==> src/rtl/pgsup_pkg.sv <==
// Package: shared types for the power-good supervisor.
// Assumes: nothing beyond IEEE 1800-2017.
package pgsup_pkg;
    // Which reference the overvoltage comparator is told to use
    typedef enum logic {
        OVP_TRACK = 1'b0,
        OVP_FIXED = 1'b1
    } ovp_sel_e;
endpackage

==> src/rtl/pgsup_settle_timer.sv <==
// Module: settle timer that re-arms the lower window edge.
// What it does: clears the arm on any transition cycle. On a target pulse it
// counts SETTLE_CYC clocks, then arms the lower window edge.
// Assumes: target_reached is a single-cycle pulse; SETTLE_CYC >= 1.
module pgsup_settle_timer #(
    parameter int SETTLE_CYC = 2000
) (
    input  logic clk,
    input  logic rst_n,
    input  logic en,
    input  logic trans_active,
    input  logic target_reached,
    output logic lower_armed
);
    localparam int CW = $clog2(SETTLE_CYC + 1);
    localparam logic [CW-1:0] LAST = CW'(SETTLE_CYC - 1);

    logic          pend_q;
    logic [CW-1:0] cnt_q;
    logic          armed_q;

    // Purpose: blanking on transitions, settle count after the target pulse
    always_ff @(posedge clk) begin
        if (!rst_n || !en) begin
            pend_q  <= 1'b0;
            cnt_q   <= '0;
            armed_q <= 1'b0;
        end else if (trans_active) begin
            pend_q  <= 1'b0;
            cnt_q   <= '0;
            armed_q <= 1'b0;
        end else if (target_reached) begin
            pend_q  <= 1'b1;
            cnt_q   <= '0;
        end else if (pend_q) begin
            if (cnt_q == LAST) begin
                pend_q  <= 1'b0;
                armed_q <= 1'b1;
            end else begin
                cnt_q <= cnt_q + 1'b1;
            end
        end
    end

    assign lower_armed = armed_q;
endmodule

==> src/rtl/pgsup_window.sv <==
// Module: power-good window evaluator.
// What it does: registers the power-good state from the armed window edges.
// It holds that state while the window is blanked or a move is in progress.
// Assumes: the arm inputs come from registers; shutdown gating is done at the top.
module pgsup_window (
    input  logic clk,
    input  logic rst_n,
    input  logic en,
    input  logic lower_armed,
    input  logic upper_armed,
    input  logic trans_active,
    input  logic under_lo,
    input  logic over_hi,
    output logic pg_q
);
    logic violate;

    // Purpose: any armed edge currently violated
    always_comb begin
        violate = (lower_armed & under_lo) | (upper_armed & over_hi);
    end

    // Purpose: update power-good only while the window is live
    always_ff @(posedge clk) begin
        if (!rst_n || !en) begin
            pg_q <= 1'b0;
        end else if (lower_armed && !trans_active) begin
            pg_q <= ~violate;
        end
    end
endmodule

==> src/rtl/pgsup_ovp_ctl.sv <==
// Module: overvoltage reference selector and sticky fault flag.
// What it does: selects the fixed reference on skip entry and returns to
// tracking on in-regulation or skip exit. Latches an overvoltage event.
// Assumes: ovp_over already compares against the reference selected here.
module pgsup_ovp_ctl
    import pgsup_pkg::*;
(
    input  logic     clk,
    input  logic     rst_n,
    input  logic     en,
    input  logic     skip_mode,
    input  logic     in_reg,
    input  logic     ovp_over,
    output ovp_sel_e sel,
    output logic     fault
);
    logic     skip_q;
    ovp_sel_e sel_q;
    logic     fault_q;

    // Purpose: remember the previous mode to detect skip entry
    always_ff @(posedge clk) begin
        if (!rst_n || !en) skip_q <= 1'b0;
        else               skip_q <= skip_mode;
    end

    // Purpose: reference selection, skip entry taking priority
    always_ff @(posedge clk) begin
        if (!rst_n || !en) begin
            sel_q <= OVP_TRACK;
        end else if (skip_mode && !skip_q) begin
            sel_q <= OVP_FIXED;
        end else if (!skip_mode || in_reg) begin
            sel_q <= OVP_TRACK;
        end
    end

    // Purpose: sticky overvoltage flag, cleared only by shutdown or reset
    always_ff @(posedge clk) begin
        if (!rst_n || !en) fault_q <= 1'b0;
        else if (ovp_over) fault_q <= 1'b1;
    end

    assign sel   = sel_q;
    assign fault = fault_q;
endmodule

==> src/rtl/pwrgood_supervisor.sv <==
// Module: power-good and overvoltage threshold supervisor (top).
// What it does: joins the settle timer, the window evaluator and the
// overvoltage control. Gates power-good with the enable so that it drops
// at once in shutdown.
// Assumes: all inputs are synchronous to clk.
module pwrgood_supervisor
    import pgsup_pkg::*;
#(
    parameter int SETTLE_CYC = 2000
) (
    input  logic clk,
    input  logic rst_n,
    input  logic en,
    input  logic skip_mode,
    input  logic trans_active,
    input  logic target_reached,
    input  logic in_reg,
    input  logic under_lo,
    input  logic over_hi,
    input  logic ovp_over,
    output logic pwr_good,
    output logic lower_armed,
    output logic upper_armed,
    output logic ovp_fixed_sel,
    output logic ovp_fault
);
    logic     lo_arm;
    logic     hi_arm;
    logic     pg_q;
    ovp_sel_e sel;

    pgsup_settle_timer #(.SETTLE_CYC(SETTLE_CYC)) u_timer (
        .clk            (clk),
        .rst_n          (rst_n),
        .en             (en),
        .trans_active   (trans_active),
        .target_reached (target_reached),
        .lower_armed    (lo_arm)
    );

    // Purpose: upper edge is live only in forced-PWM with the lower edge armed
    always_comb begin
        hi_arm = lo_arm & ~skip_mode;
    end

    pgsup_window u_window (
        .clk          (clk),
        .rst_n        (rst_n),
        .en           (en),
        .lower_armed  (lo_arm),
        .upper_armed  (hi_arm),
        .trans_active (trans_active),
        .under_lo     (under_lo),
        .over_hi      (over_hi),
        .pg_q         (pg_q)
    );

    pgsup_ovp_ctl u_ovp (
        .clk       (clk),
        .rst_n     (rst_n),
        .en        (en),
        .skip_mode (skip_mode),
        .in_reg    (in_reg),
        .ovp_over  (ovp_over),
        .sel       (sel),
        .fault     (ovp_fault)
    );

    // Purpose: drive the outputs; shutdown forces power-good low with no delay
    always_comb begin
        pwr_good      = en & pg_q;
        lower_armed   = lo_arm;
        upper_armed   = hi_arm;
        ovp_fixed_sel = (sel == OVP_FIXED);
    end
endmodule

==> config.mk <==
export PLATFORM = sky130hd
export DESIGN_NAME = pwrgood_supervisor
export DESIGN_NICKNAME = d
export VERILOG_FILES = /design/src/rtl/pgsup_pkg.sv /design/src/rtl/pgsup_settle_timer.sv /design/src/rtl/pgsup_window.sv /design/src/rtl/pgsup_ovp_ctl.sv /design/src/rtl/pwrgood_supervisor.sv
export SDC_FILE = /design/constraint.sdc
export NUM_CORES = 1
export LEC_CHECK = 0
export ABC_AREA = 1
export ABC_CLOCK_PERIOD_IN_PS = 1400
export CORE_MARGIN = 4
export CORE_UTILIZATION = 45
export DETAILED_ROUTE_END_ITERATION = 10
export PLACE_DENSITY = 0.72
export SYNTH_ARGS = -nofsm -noshare
export SYNTH_HDL_FRONTEND = slang
export SYNTH_SLANG_ARGS = --single-unit
==> constraint.sdc <==
create_clock -name clk -period 1.4 [get_ports clk]
set_input_delay 0.21 -clock clk [delete_from_list [all_inputs] [get_ports clk]]
set_output_delay 0.21 -clock clk [all_outputs]
set_load 0.05 [all_outputs]
Yosys cells after proc, flatten, opt, wreduce, memory -nomap -nowiden
Cells that the tools add are included.
{"block": "totals", "mem_bits_ro": 0, "mem_bits_rw": 0, "regBits": 17, "out_inout_bits": 5, "latch_bits": 0, "wordCells": 37, "inputBits": 10, "memories": 0}
{"block": "op_classes", "mux": 5, "multipliers": 0, "n_shift": 0, "n_eq_ne": 1, "add_sub_neg": 1, "magnitude_cmp": 0, "bitwise": 9, "div_mod_pow": 0, "reduce_logical": 14}
{"cell": "adder 11 x 1 -> 11 bit (second input constant)", "n": 1}
{"cell": "== test 11 bit (second input constant)", "n": 1}
{"cell": "zero test 1 bit", "n": 5}
{"cell": "two-way mux 1 bit", "n": 5}
{"cell": "AND 1 bit", "n": 4}
{"cell": "inverter 1 bit", "n": 4}
{"cell": "AND reduction 3 bit", "n": 1}
{"cell": "OR reduction 3 bit", "n": 1}
{"cell": "logical AND 1 bit", "n": 2}
{"cell": "logical OR 1 bit", "n": 2}
{"cell": "AND reduction 2 bit", "n": 1}
{"cell": "nonzero test 2 bit", "n": 1}
{"cell": "OR reduction 2 bit", "n": 1}
{"cell": "OR 1 bit", "n": 1}

Depth between registers and ports, before layout
{"block": "depth", "ltp_word": 5, "depth_mapped": 8, "depth_no_buf": 8}

Cells and area by module
From an unflattened synthesis, not the netlist that was laid out.
{"block": "hier_totals", "cells_unflattened": 125, "area_unflattened_um2": 842.1}
{"module": "pgsup_settle_timer", "cells_each": 101, "area_per_inst_um2": 666.9, "seq_area_each_um2": 260.2, "n_inst": 1}
{"module": "pgsup_ovp_ctl", "cells_each": 11, "area_per_inst_um2": 101.3, "seq_area_each_um2": 60.1, "n_inst": 1}
{"module": "pgsup_window", "cells_each": 9, "area_per_inst_um2": 56.3, "seq_area_each_um2": 20.0, "n_inst": 1}
{"module": "pwrgood_supervisor", "cells_each": 4, "area_per_inst_um2": 17.5, "seq_area_each_um2": 0.0, "n_inst": 1}

Worst setup path before layout
Ideal clock, no wire load.
{"block": "synth_timing", "kind": "reg-to-output", "startpoint": "register u_timer.armed_q (netlist: u_timer.lower_armed)", "endpoint": "output port upper_armed", "arrival_time_ps": 1400, "path_buffers": 0, "setup_slack_ps": -210, "stages_incl_launch_ff": 3, "t_required_ps": 1190, "path_cell_list": "dfxtp_1 inv_1 nor2_1"}
{"block": "synth_via", "elab_chain_len": 1}
{"item": "from (decl)", "line_no": "pgsup_settle_timer.sv:20", "source": "logic armed_q;"}
{"item": "from (signal assigned)", "line_no": "pgsup_settle_timer.sv:27", "source": "armed_q <= 1'b0;"}
{"item": "from (signal assigned)", "line_no": "pgsup_settle_timer.sv:31", "source": "armed_q <= 1'b0;"}
{"item": "from (signal assigned)", "line_no": "pgsup_settle_timer.sv:38", "source": "armed_q <= 1'b1;"}
{"item": "AND 1 bit", "line_no": "pwrgood_supervisor.sv:43", "source": "hi_arm = lo_arm & ~skip_mode;"}
{"item": "to (decl)", "line_no": "pwrgood_supervisor.sv:23", "source": "output logic upper_armed,"}
No other way between the ends.

Final worst setup path
{"block": "layout_timing", "startpoint": "register u_timer.cnt_q[0]", "endpoint": "register u_timer.cnt_q[9]"}
{"block": "layout_via", "elab_chain_len": 3, "word_cells_on_any_way": 4, "cone_classes": "add/sub: 1; eq/ne: 1; bitwise: 1; reduce/logical: 1"}
{"item": "from (decl)", "line_no": "pgsup_settle_timer.sv:19", "source": "logic [CW-1:0] cnt_q;"}
{"item": "from (signal assigned)", "line_no": "pgsup_settle_timer.sv:40", "source": "cnt_q <= cnt_q + 1'b1;"}
{"item": "parallel branches: the longest is 3 deep, another holds adder 11 x 1 -> 11 bit"}
Parallel ways; which one is timed is not known.
A chain may end at the register's enable or synchronous reset.

==> key figures <==
Run status
  • Status: finished clean

Global route
  • Tot GR Track Use: 0.162
  • Largest net degree at the start of global routing: 11
  • First-pass GRT wire length: 3320 um
  • Number of global-route vias before repair: 767
  • Initial antenna violation count: 0
  • Total gr overflow: 0

Clocking
  • CTS tree: yes
  • CTS HTree Levels: 1
  • Worst-path clk slew: 0.10 ns
  • Clk root buf: clkbuf_4
  • Hold-fix buffers, CTS: 0
  • Latest clock arrival within the worst-skew pair: 0.29 ns
  • TritonCTS buffer count: 3
  • # clock sinks: 17
  • Max clock buf depth: 2

Setup path
  • Critical-path cell list: ha_4, nand3_2, nor2_4, nand2_4, nand2_8, inv_2, nand2_1, a21oi_1
  • Crit Path Max Fanout: 8
  • CP max-delay cell: dfxtp_2
  • R2r setup slk: 0.11 ns
  • Worst Path Required: 1.58 ns
  • Reg-to-reg endpoint: u_timer.cnt_q[9]$_SDFFE_PP0P_
  • CP Capture Type: flop
  • Critical path class: flop to flop
  • CP Launch Type: flop
  • Crit path DAT: 1.47 ns
  • Slowest stage delay, CP: 0.37 ns
  • R2R cell count: 8
  • Reg2reg start: u_timer.cnt_q[0]$_SDFFE_PP0P_

Floorplanning
  • CORE AREA: 1780 um2
  • Row count: 15
  • Die width: 52.3 um
  • Initial core utilization: 0.495
  • Die height: 52.3 um
  • IO Count: 15
  • Full die area: 2730 um2

Routing
  • WL/cell: 10.7 um
  • ANT nets after route: 0
  • DRC viols: 0
  • Vias: 848
  • Drt first pass iters: 4
  • Final wirelength: 1880 um
  • DR iter-0 viols: 24
  • Vias per inst: 4.82

Pwr
  • VDD IR-drop max: 0.000712 V
  • PwrDens: 681 nW/um2
  • Cell-internal power: 0.634 mW
  • Logic pwr share: 0.085
  • Clock share of power: 0.321
  • Seq pwr share: 0.594
  • Switch Pwr: 0.196 mW
  • Leakage power: 0.480 nW
  • Switching share of power: 0.236

Synth
  • Synth Net Count: 138
  • Mapped Area: 882 um2
  • Most frequent cells after synthesis: nand2_1 (34), nor2_1 (22), dfxtp_1 (17)
  • Most frequent cell after synthesis: nand2_1
  • Synth area leaders: dfxtp_1 (39%), nand2_1 (14%), nor2_1 (9.4%)
  • Yosys reg bits: 17
  • Post-synth top area share: 0.386
  • Async SR Flop Fraction: 0
  • Syn avg cell area: 6.95 um2
  • Cell variety after synth: 23
  • Ys Warns: 0
  • Top FF cell, synth: dfxtp_1
  • Synth Instances: 127
  • Number of flops mapped to enable cells by yosys: 0
  • Register area share after synthesis: 0.386
  • Synth area leader: dfxtp_1

STA
  • Slew @ Worst Pin: 0.403 ns
  • Crit share post-route: 0.918
  • Fmax: 0.778 GHz
  • Final setup skew: 0.00445 ns
  • Slew Viols, Final: 0
  • # setup viols final: 0
  • Final WS setup: 0.114 ns
  • Final Hold Viols: 0
  • Min Tclk post-route: 1.29 ns
  • Slew headroom: 0.731
  • Final setup TNS: 0 ns

Finish
  • Ant. Diodes: 0
  • Share of post-route cells with drive strength above 1: 0.232
  • Area growth, synth to finish: 38.3%
  • Nets: 163

Placed design
  • RD Place Congestion: 0.845
  • Hpwl dp: 1550 um
  • Port bufs: 14
  • Setup slack at placement: 0.00356 ns

Hold path
  • Hold_sp: u_ovp.skip_q$_SDFF_PP0_
  • Worst hold endpoint: u_ovp.sel$_SDFFE_PP0P_
  • Hold depth: 1
  • Hold Path Class: flop to flop

Run
  • Max cap viols: 0
[flip-flops by register name, indices dropped and copies added (netlist names)]
register,cells
u_timer.cnt_q,11
u_ovp.fault,1
u_ovp.sel,1
u_ovp.skip_q,1
u_timer.lower_armed,1
u_timer.pend_q,1
u_window.pg_q,1
[worst max path at each step]
stage,start,to,cells after the start
CTS,u_timer.cnt_q[0]$_SDFFE_PP0P_,u_timer.cnt_q[5]$_SDFFE_PP0P_,8
finish,u_timer.cnt_q[0]$_SDFFE_PP0P_,u_timer.cnt_q[9]$_SDFFE_PP0P_,8
global route,u_timer.cnt_q[0]$_SDFFE_PP0P_,u_timer.cnt_q[9]$_SDFFE_PP0P_,8
detailed placement,u_timer.cnt_q[0]$_SDFFE_PP0P_,u_timer.cnt_q[0]$_SDFFE_PP0P_,8
global placement,en,u_timer.lower_armed$_SDFFE_PP0P_,6
floorplan,u_timer.cnt_q[0]$_SDFFE_PP0P_,u_timer.cnt_q[0]$_SDFFE_PP0P_,8
[metrics by stage]
step,power [mW],utilization,hold slack [ns],instance area (um2),std cells
after floorplan,0.528,-,0.326,890,127
after global placement,0.574,0.651,0.395,1160,172
after detailed placement,0.575,0.651,0.407,1160,172
after CTS,0.842,0.668,0.422,1190,176
after global routing,0.880,0.684,0.430,1220,176
final,0.831,0.684,0.418,1220,176
[layer usage]
layer	global-route usage	share of wire	routed length, um	vias up
met1	0.215	0.48	906	382
met3	0.0171	0.038	71	4
met2	0.262	0.46	875	12
li1	-	-	-	450
met5	0	0	0	-
met4	0.0766	0.016	31	0
[placed cells by master (no fill, tap or decap), drive strengths merged]
| cell | netlist | final |
|---|---|---|
| xor2 | 3 | 3 |
| o22ai | 1 | 1 |
| clkinv | 0 | 1 |
| a21boi | 1 | 1 |
| inv | 15 | 15 |
| ha | 1 | 1 |
| buf | 2 | 13 |
| dfxtp | 17 | 17 |
| o21ai | 2 | 2 |
| clkdlybuf4s50 | 0 | 9 |
| nor3 | 1 | 1 |
| a211o | 1 | 1 |
| nand2 | 37 | 37 |
| nand3 | 9 | 9 |
| nand4 | 5 | 5 |
| xnor2 | 1 | 1 |
| nor2 | 25 | 25 |
| a21oi | 6 | 6 |
| clkbuf | 0 | 3 |
[critical path: cells and delay by family, from the launching register on]
kind                     cells  cell delay (ns)
AO/OA/AOI/OAI                1             0.05
adder cells (fa/ha/maj)      1             0.15
buffers and inverters        1             0.08
flip-flops                   1             0.37
AND/OR/NAND/NOR              5             0.50
[power groups by stage]
| stage | clock, mW | sequential, mW | combinational, mW |
|---|---|---|---|
| after CTS | 0.278 | 0.493 | 0.0705 |
| after global placement | 0 | 0.504 | 0.0697 |
| final | 0.267 | 0.494 | 0.0703 |
| after global routing | 0.310 | 0.495 | 0.0758 |
| after floorplan | 0 | 0.510 | 0.0183 |
| after detailed placement | 0 | 0.504 | 0.0702 |
[repair_timing]
action | CTS | global route
resized for setup | 1 | 7
endpoints found under the setup margin | 6 | 9
setup buffers | 0 | 0
pin swaps | 0 | 1
[layout make-up]
class / count / area (um2)
Timing Repair Buffer: 22 / 250
Sequential cell: 17 / 345
Inverter: 15 / 56.3
Fill cell: 166 / 563
Multi-Input combinational cell: 93 / 509
Tap cell: 25 / 31.3
Clock buffer: 3 / 22.5
Clock inverter: 1 / 5.00
[cell families (layout without fill, tap and decap cells)]
| logic type | Yosys count | after routing | share of synthesized area |
|---|---|---|---|
| simple gates | 77 | 77 | 0.401 |
| flops | 17 | 17 | 0.386 |
| buf+inv | 17 | 41 | 0.0752 |
| compound gates | 11 | 11 | 0.0837 |
| xor+xnor | 4 | 4 | 0.0397 |
| fa+ha+maj | 1 | 1 | 0.0142 |
(Power assumes the default switching activity.)
